--- src/rtl/rr_multigrant_arb.sv ---
module rr_multigrant_arb #(
  parameter int NUM_PEERS  = 4,
  parameter int DATA_W     = 8,
  parameter bit FIXED_PRIO = 1'b0
) (
  input  logic                        clk,
  input  logic                        rst_n,
  input  logic [NUM_PEERS-1:0]        req_valid,
  input  logic [NUM_PEERS*DATA_W-1:0] req_data,
  output logic [NUM_PEERS-1:0]        req_pop,
  output logic                        out_valid,
  output logic [DATA_W-1:0]           out_data,
  input  logic                        out_ready
);
  localparam int PTR_W = (NUM_PEERS > 1) ? $clog2(NUM_PEERS) : 1;
  localparam logic [PTR_W-1:0] LAST = PTR_W'(NUM_PEERS - 1);

  logic [PTR_W-1:0] start_q;
  logic [PTR_W-1:0] win_idx;
  logic             win_hit;
  logic             grant;

  // circular scan from start_q
  always_comb begin
    int idx;
    win_hit = 1'b0;
    win_idx = '0;
    for (int k = 0; k < NUM_PEERS; k++) begin
      idx = int'(start_q) + k;
      if (idx >= NUM_PEERS) idx = idx - NUM_PEERS;
      if (!win_hit && req_valid[idx]) begin
        win_hit = 1'b1;
        win_idx = PTR_W'(idx);
      end
    end
  end

  assign grant   = !out_valid && win_hit;
  assign req_pop = grant ? (NUM_PEERS'(1) << win_idx) : '0;

  generate
    if (FIXED_PRIO) begin : g_fixed
      assign start_q = '0;

      p_fixed_low_r7: assert property (@(posedge clk) disable iff (!rst_n)
        (|req_pop) |-> (((req_pop - NUM_PEERS'(1)) & req_valid) == '0));
    end else begin : g_rot
      always_ff @(posedge clk) begin
        if (!rst_n)     start_q <= '0;
        else if (grant) start_q <= (start_q == LAST) ? '0 : start_q + 1'b1;
      end

      p_advance_r5: assert property (@(posedge clk) disable iff (!rst_n)
        (|req_pop) |=> (start_q == (($past(start_q) == LAST) ? '0 : $past(start_q) + 1'b1)));
      p_idle_hold_r5: assert property (@(posedge clk) disable iff (!rst_n)
        !(|req_pop) |=> $stable(start_q));
    end
  endgenerate

  always_ff @(posedge clk) begin
    if (!rst_n) begin
      out_valid <= 1'b0;
      out_data  <= '0;
    end else if (grant) begin
      out_valid <= 1'b1;
      out_data  <= req_data[int'(win_idx)*DATA_W +: DATA_W];
    end else if (out_ready) begin
      out_valid <= 1'b0;
    end
  end

  p_single_pop_r2: assert property (@(posedge clk) disable iff (!rst_n)
    $onehot0(req_pop));
  p_pop_valid_r2: assert property (@(posedge clk) disable iff (!rst_n)
    (req_pop & ~req_valid) == '0);
  p_pop_empty_r2: assert property (@(posedge clk) disable iff (!rst_n)
    (|req_pop) |-> !out_valid);
  p_work_conserve_r3: assert property (@(posedge clk) disable iff (!rst_n)
    (!out_valid && |req_valid) |-> (|req_pop));
  p_fill_r3: assert property (@(posedge clk) disable iff (!rst_n)
    (|req_pop) |=> out_valid);
  p_hold_r6: assert property (@(posedge clk) disable iff (!rst_n)
    (out_valid && !out_ready) |=> (out_valid && $stable(out_data)));
  p_drain_r6: assert property (@(posedge clk) disable iff (!rst_n)
    (out_valid && out_ready) |=> !out_valid);
endmodule

--- config.mk ---
export PLATFORM = sky130hd
export DESIGN_NAME = rr_multigrant_arb
export DESIGN_NICKNAME = d
export VERILOG_FILES = /design/src/rtl/rr_multigrant_arb.sv
export SDC_FILE = /design/constraint.sdc
export NUM_CORES = 1
export LEC_CHECK = 0
export ABC_AREA = 1
export ABC_CLOCK_PERIOD_IN_PS = 2170
export CAP_MARGIN = 30
export CELL_PAD_IN_SITES_DETAIL_PLACEMENT = 0
export CELL_PAD_IN_SITES_GLOBAL_PLACEMENT = 2
export CORE_ASPECT_RATIO = 0.8
export CORE_MARGIN = 5
export CORE_UTILIZATION = 28
export DETAILED_ROUTE_END_ITERATION = 16
export DONT_BUFFER_PORTS = 1
export PLACE_DENSITY_LB_ADDON = 0.1
export SETUP_SLACK_MARGIN = 0.5
export SYNTH_ARGS = -nofsm -noshare
export SYNTH_HDL_FRONTEND = slang
export SYNTH_SLANG_ARGS = --single-unit
--- constraint.sdc ---
create_clock -name clk -period 2.17 [get_ports clk]
set_input_delay 0.1085 -clock clk [delete_from_list [all_inputs] [get_ports clk]]
set_output_delay 0.1085 -clock clk [all_outputs]
set_load 0.01 [all_outputs]
After elaboration in Yosys (flattened, before gate mapping)
Index checks and enable logic that the tools add are counted.

Flip-flop bits (word level): 11. Input bits: 39. Output and inout bits: 13. Logic and storage cells: 59.

Add/sub/neg operators: 8. Order comparisons: 8. Equal/unequal tests: 1. Shift-type cells: 2. Mux-type cells: 28. Reduce and logical (&&, ||, !) cells: 9.

Operators with widths (count): $lt A32 B4 Y1 const B (4); $mux W32 (4); $shiftx A32 B6 Y8 (1); $mux W1 (14); $sub A3 B3 Y4 const B (3); $mux W2 (5); $ge A3 B3 Y1 const B (3); $bmux W1 S2 (4); $add A2 B2 Y3 const B (2); $logic_and A1 B1 Y1 (4); $logic_not A1 Y1 (4); $mux W4 (1); $shl A1 B2 Y4 const A (1); $sub A2 B3 Y4 const B (1); $add A2 B1 Y3 const B (1); $ge A2 B3 Y1 const B (1); $add A2 B1 Y2 const B (1); $eq A2 B2 Y1 const B (1); $reduce_bool A2 Y1 (1).

Logic depth before layout (Yosys ltp)
Gate-level depths: netlist of run 1.

Word-level depth: 17. Mapped depth: 17. Mapped depth without buffers: 15.

Least setup slack after synthesis of run 1
OpenSTA, ideal clock, no wires.

Kind: reg2out. Start point: register start_q[1]. End point: output port req_pop[0]. Arrival time: 1624 ps. Required time: 2061 ps. Setup slack: 438 ps. Cell stages (with the launch flop): 11. Buffers on the path: 1. Cells stage by stage: dfxtp_1 -> ha_1 -> inv_1 -> nand3_1 -> nand2_1 -> nand4_1 -> nand2_1 -> inv_2 -> nand2_2 -> buf_4 -> nor3_1.

Longest elaborated chain between the ends: 17. Elaborated cells between the ends (all ways): 44. Those cells by class: add/sub: 7; order compare: 4; shift: 1; mux: 25; reduce/logical: 7.

Ends and longest elaborated chain: from (decl) (RTL line 18) `logic [PTR_W-1:0] start_q;`; from (signal assigned) (RTL line 50) `else if (grant) start_q <= (start_q == LAST) ? '0 : start_q + 1'b1;`; branches (longest 16 deep; another with $sub A3 B3 Y4); $mux W4 (*) (RTL line 39) `assign req_pop = grant ? (NUM_PEERS'(1) << win_idx) : '0;`; to (decl) (RTL line 10) `output logic [NUM_PEERS-1:0] req_pop,`.

Mark *: on every way between the ends. The select of a mux whose other input is x is not followed.

Final worst setup path of run 1
Start point: register start_q[1]. End point: output port req_pop[1].

Same word-level chain as after synthesis.

==> impl_metrics.yaml, run 1 <==
run_status:
  status: "completed"
yosys:
  synth_xor_area_share_pct: 0
  synth-simple-area-share_pct: 61.6
  yosys.area_share.adder_pct: 1.21
  yosysTopAreaCell: "nand2_1"
  synth.distinct_cells: 23
  ys_warn_count: 0
  synth_edf_count: 0
  syn_nets: 226
  synth_most_common_cell: "nand2_1"
  synth_common_cells: "nand2_1 (66), nand3_1 (33), nor2_1 (23), inv_1 (12), dfxtp_1 (11)"
  synth_area_um2: 1040
  syn_avg_cell_area_um2: 5.58
  ys.flop_type: "dfxtp_1"
  yosysSeqAreaShare_pct: 21.2
  synth-async-reset-ratio_pct: 0
  synth_seq_cells: 11
  synth_compound_area_share_pct: 3.86
  yosysTopAreaCellShare_pct: 23.9
  synth_cells: 186
  synthMuxAreaShare_pct: 0
  synthTopCellsByArea: "nand2_1 (24%), dfxtp_1 (21%), nand3_1 (16%)"
  synth_top_family_by_area: "simple AND/OR/NAND/NOR gates"
floorplanning:
  coreArea_um2: 3490
  die_area_um2: 5030
  initial_core_util_pct: 29.7
  ios: 52
  die_x_um: 78.1
  die_h_um: 64.4
  num_rows: 19
timing:
  clock.fmax_ghz: 0.502
  skew_ns: 0.000760
  hold_violations: 0
  finalCriticalPeriod_ns: 1.99
  setup_viol: 0
  layout_worst_path_cycle_share_pct: 91.9
  fin_setup_tns_ns: 0
  drv_slew: 0
  rsz0062_at_grt: "yes"
  slew_headroom_pct: 80.6
  worst_slew_pin_slew_ns: 0.291
finish:
  antenna_cells: 0
  syn2layout_area_growth_pct: 46.8
  nets: 251
  drive_gt1_share_pct: 41.4
cts:
  clock-root-buffer: "clkbuf_8"
  clk_latency_ns: 0.23
  cts_sinks: 11
  cts_buffer_depth: 2
  postCtsHoldBufs: 0
  cts_tree: "built"
  clk_pin_slew_ns: 0.05
  cts_inserted_buffers: 3
  cts_htree_levels: 1
routing:
  first_iter_violations: 40
  vias: 1237
  ant_nets: 0
  routed_wl_um: 3790
  dr.pass1.iters: 4
  drt-vias-per-instance: 4.91
  drc: 0
  wl_per_cell_um: 15.0
placement:
  hpwl_um: 2840
  gp_congestion: 0.863
  io_buffers: 0
job:
  cap_violations: 0
critical_path:
  cp_data_required_time_ns: 2.06
  r2r_cells: 17
  critical_path.max_fanout: 5
  arrival_ns: 1.88
  start_kind: "flip-flop"
  path_class: "reg2out"
  endpoint_kind: "output pin"
global_route:
  grt_pass1_wl_um: 5870
  grt_pass1_vias: 1186
  gr-total-overflow: 0
  gr-usage-all-layers_pct: 14.4
  grt_max_degree: 18
  antenna_found_initial: 0
hold_path:
  hold_path_class: "in2reg"
  hold_depth: 2
==> worst max-delay path, cell delays in order (launching register included) <==
cell and delay [ns]:
dfxtp_4 0.36, ha_4 0.31, inv_4 0.05, nand3_4 0.07, nand2_4 0.06, nor2_1 0.10
nor2_1 0.05, nand2_1 0.08, nand2_2 0.07, buf_6 0.13, buf_6 0.11, nor3_2 0.11
buf_4 0.15
==> sequential cells by signal, summed over array words and instances (netlist names) <==
| signal | cells |
|---|---|
| out_data | 8 |
| out_valid | 1 |
| start_q | 2 |
==> area by class of cell <==
class / instances / area, um2
tap: 42 / 52.6
multi-input combinational: 150 / 892
fill: 381 / 1970
timing repair buffer: 27 / 225
sequential: 11 / 228
clock buffer: 4 / 45.0
inverter: 18 / 80.1
==> cells in the final DEF (no fill, tap or decap), types with 3 or more instances in the layout <==
master | synthesis | layout
buf_4 | 3 | 21
buf_6 | 2 | 6
clkbuf_8 | 0 | 3
dfxtp_1 | 11 | 9
inv_1 | 12 | 11
inv_4 | 1 | 5
nand2_1 | 66 | 52
nand2_2 | 5 | 17
nand2_4 | 2 | 3
nand3_1 | 33 | 20
nand3_2 | 1 | 12
nor2_1 | 23 | 20
nor2_2 | 2 | 3
nor2_4 | 1 | 3
o21ai_1 | 3 | 3
==> path summary, 6_finish.rpt <==
kind                    start          end  slack [ns]
hold reg to reg   out_data[1]  out_data[1]        0.56
hold / removal          rst_n   start_q[1]        0.02
setup / recovery   start_q[1]   req_pop[1]        0.18
setup reg to reg   start_q[1]  out_data[0]        0.22
==> routing by layer <==
layer / share of wire [%] / vias up / wire length (um) / global-route usage [%]
met5: 0 / - / 0 / 0
met4: 0.34 / 0 / 13 / 3.80
met1: 46 / 564 / 1750 / 18.9
li1: - / 640 / - / -
met3: 7.7 / 2 / 292 / 4.29
met2: 46 / 31 / 1730 / 22.9
==> cells by family (layout without fill, tap and decap cells) <==
family | Yosys count | after routing
AOI/OAI and AO/OA | 8 | 8
adders and majority gates | 1 | 1
buffers and inverters | 25 | 49
DFF | 11 | 11
and+or+nand+nor | 141 | 141
==> per-stage QoR <==
stage / std cells / hold WS, ns / setup slack [ns] / area, um2 / utilization, %
3_5_place_dp: 230 / 0.261 / 0.107 / 1120 / 32.2
2_1_floorplan: 186 / 0.247 / 0.483 / 1060 / -
6_report: 252 / 0.0152 / 0.177 / 1520 / 43.6
5_1_grt: 252 / 0.00348 / 0.0751 / 1520 / 43.6
4_1_cts: 241 / 0.00969 / 0.154 / 1330 / 38.1
3_3_place_gp: 230 / 0.258 / 0.122 / 1120 / 32.2
==> repair_timing <==
| action | CTS | global route |
|---|---|---|
| endpoints found under the setup margin | 13 | 15 |
| buffers inserted | 7 | 11 |
| pin swaps | 16 | 21 |
| gates resized for setup | 27 | 33 |
Power of run 1 is not shown: default switching activity piles up to over one toggle a cycle in this logic, so the estimate is an artifact.
==> inputs of run 2 (changes only) <==
--- a/config.mk
+++ b/config.mk
@@ -5,14 +5,13 @@
 export SDC_FILE = /design/constraint.sdc
 export NUM_CORES = 1
 export LEC_CHECK = 0
-export ABC_AREA = 1
 export ABC_CLOCK_PERIOD_IN_PS = 2170
 export CAP_MARGIN = 30
 export CELL_PAD_IN_SITES_DETAIL_PLACEMENT = 0
 export CELL_PAD_IN_SITES_GLOBAL_PLACEMENT = 2
 export CORE_ASPECT_RATIO = 0.8
 export CORE_MARGIN = 5
-export CORE_UTILIZATION = 28
+export CORE_UTILIZATION = 34
 export DETAILED_ROUTE_END_ITERATION = 16
 export DONT_BUFFER_PORTS = 1
 export PLACE_DENSITY_LB_ADDON = 0.1
==> run 2 against run 1 <==
Compared with the run above:
- the run now ends with setup timing left
- sequential share of layout area shrank 1.2 points
- critical endpoint unchanged
- highest routed layer unchanged
- critical path depth down 4
- flip-flop and latch count stayed put
==> impl_metrics.yaml, run 2 <==
run_status:
  status: "finished with violations"
  violations: "setup timing"
finish:
  antenna_cells: 0
  top_register: "out_data"
  nets: 213
  syn2layout_area_growth_pct: 35.1
  final_common_cell: "inv_1"
  drive_gt1_share_pct: 34.9
  reg_top3: "out_data x8, start_q x2, out_valid x1"
  final_cell_mix: "inv_1 (18), buf_4 (15), mux2i_1 (13)"
  largest_register_ffs: 8
yosys:
  yosysTopAreaCell: "dfxtp_1"
  yosysTopAreaCellShare_pct: 18.0
  synth_area_um2: 1220
  syn_nets: 194
  yosysSeqAreaShare_pct: 18.0
  synth_seq_cells: 11
  ys.flop_type: "dfxtp_1"
  ys_warn_count: 0
  synth_most_common_cell: "inv_1"
  synth_edf_count: 0
  synth.distinct_cells: 36
  synth-async-reset-ratio_pct: 0
  synthTopCellsByArea: "dfxtp_1 (18%), mux2i_1 (11%), mux4_2 (7.4%)"
  synth_common_cells: "inv_1 (18), mux2i_1 (13), dfxtp_1 (11), nand2b_1 (11), nor2_1 (9)"
  synth_cells: 154
  syn_avg_cell_area_um2: 7.95
critical_path:
  endpoint_kind: "output pin"
  arrival_ns: 2.21
  start_kind: "flip-flop"
  r2r_cells: 9
  path_class: "reg2out"
  cp_data_required_time_ns: 2.06
  critical_path.max_fanout: 4
routing:
  wl_per_cell_um: 18.3
  ant_nets: 0
  routed_wl_um: 3910
  dr_wl_met2_um: 1630
  vias: 1249
  wl_met1_um: 1850
  drc: 0
  highest_layer: "met4"
  wl_met3_um: 404
  dr.pass1.iters: 4
  drt-vias-per-instance: 5.84
  first_iter_violations: 96
timing:
  worst_slew_pin_slew_ns: 0.556
  drv_slew: 0
  layout_worst_path_cycle_share_pct: 107
  rsz0062_at_grt: "yes"
  finalCriticalPeriod_ns: 2.32
  fin_setup_tns_ns: -1.54
  slew_headroom_pct: 62.8
  setup_viol: 14
  finalWorstSetupSlack_ns: -0.152
  skew_ns: 0.000916
  hold_violations: 0
  clock.fmax_ghz: 0.431
cts:
  cts_inserted_buffers: 3
  cts_sinks: 11
  cts_htree_levels: 1
  cts_buffer_depth: 2
  clock-root-buffer: "clkbuf_8"
  clk_pin_slew_ns: 0.05
  cts_tree: "built"
  postCtsHoldBufs: 0
  clk_latency_ns: 0.23
job:
  cap_violations: 0
floorplanning:
  die_x_um: 77.1
  coreArea_um2: 3450
  initial_core_util_pct: 35.5
  num_rows: 19
  die_h_um: 63.7
  ios: 52
  die_area_um2: 4910
placement:
  io_buffers: 0
  gp_congestion: 0.896
  place_ws_ns: -0.189
  hpwl_um: 2920
pwr:
  p_int_mw: 1.10
  swShare_pct: 43.3
  pwr-share-seq_pct: 21.7
  p_comb_share_pct: 68.1
  max-vdd-ir-drop_v: 0.000541
  p_leak_nw: 0.679
  pwr-share-clk_pct: 10.3
  p_switching_mw: 0.837
  power_density_nw_per_um2: 1170
global_route:
  grt_pass1_wl_um: 6330
  grt_max_degree: 29
  grt_pass1_vias: 1248
  gr-total-overflow: 0
  gr-usage-all-layers_pct: 15.7
  antenna_found_initial: 0
hold_path:
  hold_depth: 2
  hold_path_class: "in2reg"
run 2: area by class of cell:
| cell class | instances | area (um2) |
|---|---|---|
| inverter | 18 | 67.6 |
| clock buffer | 4 | 45.0 |
| fill | 334 | 1790 |
| tap | 42 | 52.6 |
| timing repair buffer | 27 | 245 |
| sequential | 11 | 228 |
| multi-input combinational | 112 | 1010 |
run 2: path summary, 6_finish.rpt:
kind / from / end / slack, ns
min reg2reg: out_valid / out_valid / 0.55
min: req_data[9] / out_data[1] / 0.04
max: start_q[0] / req_pop[1] / -0.15
max reg2reg: start_q[0] / out_data[6] / -0.12
run 2: cell families after synthesis:
kind of cell             Yosys count  share of synthesized area [%]
AO/OA/AOI/OAI                     47                           29.6
adder cells (fa/ha/maj)            1                           1.02
buffers and inverters             31                           10.8
flip-flops                        11                           18.0
multiplexers                      19                           19.8
AND/OR/NAND/NOR                   45                           20.8
run 2: metrics by stage:
stage | utilization (%) | total power, mW | instance area (um2) | cells | hold slack, ns
finish | 47.9 | 1.93 | 1650 | 214 | 0.0382
global route | 47.9 | 2.08 | 1650 | 214 | 0.0546
CTS | 46.0 | 1.84 | 1590 | 211 | 0.0464
detailed placement | 39.3 | 1.37 | 1360 | 201 | 0.289
global placement | 39.3 | 1.36 | 1360 | 201 | 0.283
floorplan | - | 1.10 | 1250 | 154 | 0.279
run 2: power groups by stage:
stage               clock [mW]  combinational [mW]  sequential, mW
finish                   0.199                1.32           0.419
global route             0.215                1.43           0.434
CTS                      0.207                1.22           0.421
detailed placement           0               0.950           0.416
global placement             0               0.945           0.412
floorplan                    0               0.720           0.382
run 2: what timing repair did:
item                                    4_1_cts  5_1_grt
endpoints found under the setup margin       15       15
gates cloned                                  1        1
hold endpoints to repair                      0        0
setup buffers                                 5        2
gates resized for setup                      30        9
pin swaps                                     5        9
run 2: critical path: stages (launching register included):
cell and delay [ns]:
dfxtp_4 0.36, ha_4 0.28, buf_6 0.09, mux4_2 0.32
o41ai_4 0.43, buf_4 0.18, buf_6 0.11, or2_4 0.15
nor2_4 0.06
run 2: routing by layer:
layer | track usage, % | vias to the layer above
met5 | 0 | -
met1 | 23.3 | 572
met3 | 4.84 | 5
met4 | 3.22 | 0
li1 | - | 620
met2 | 21.9 | 52
No activity file was read; power rests on OpenSTA's default activity.
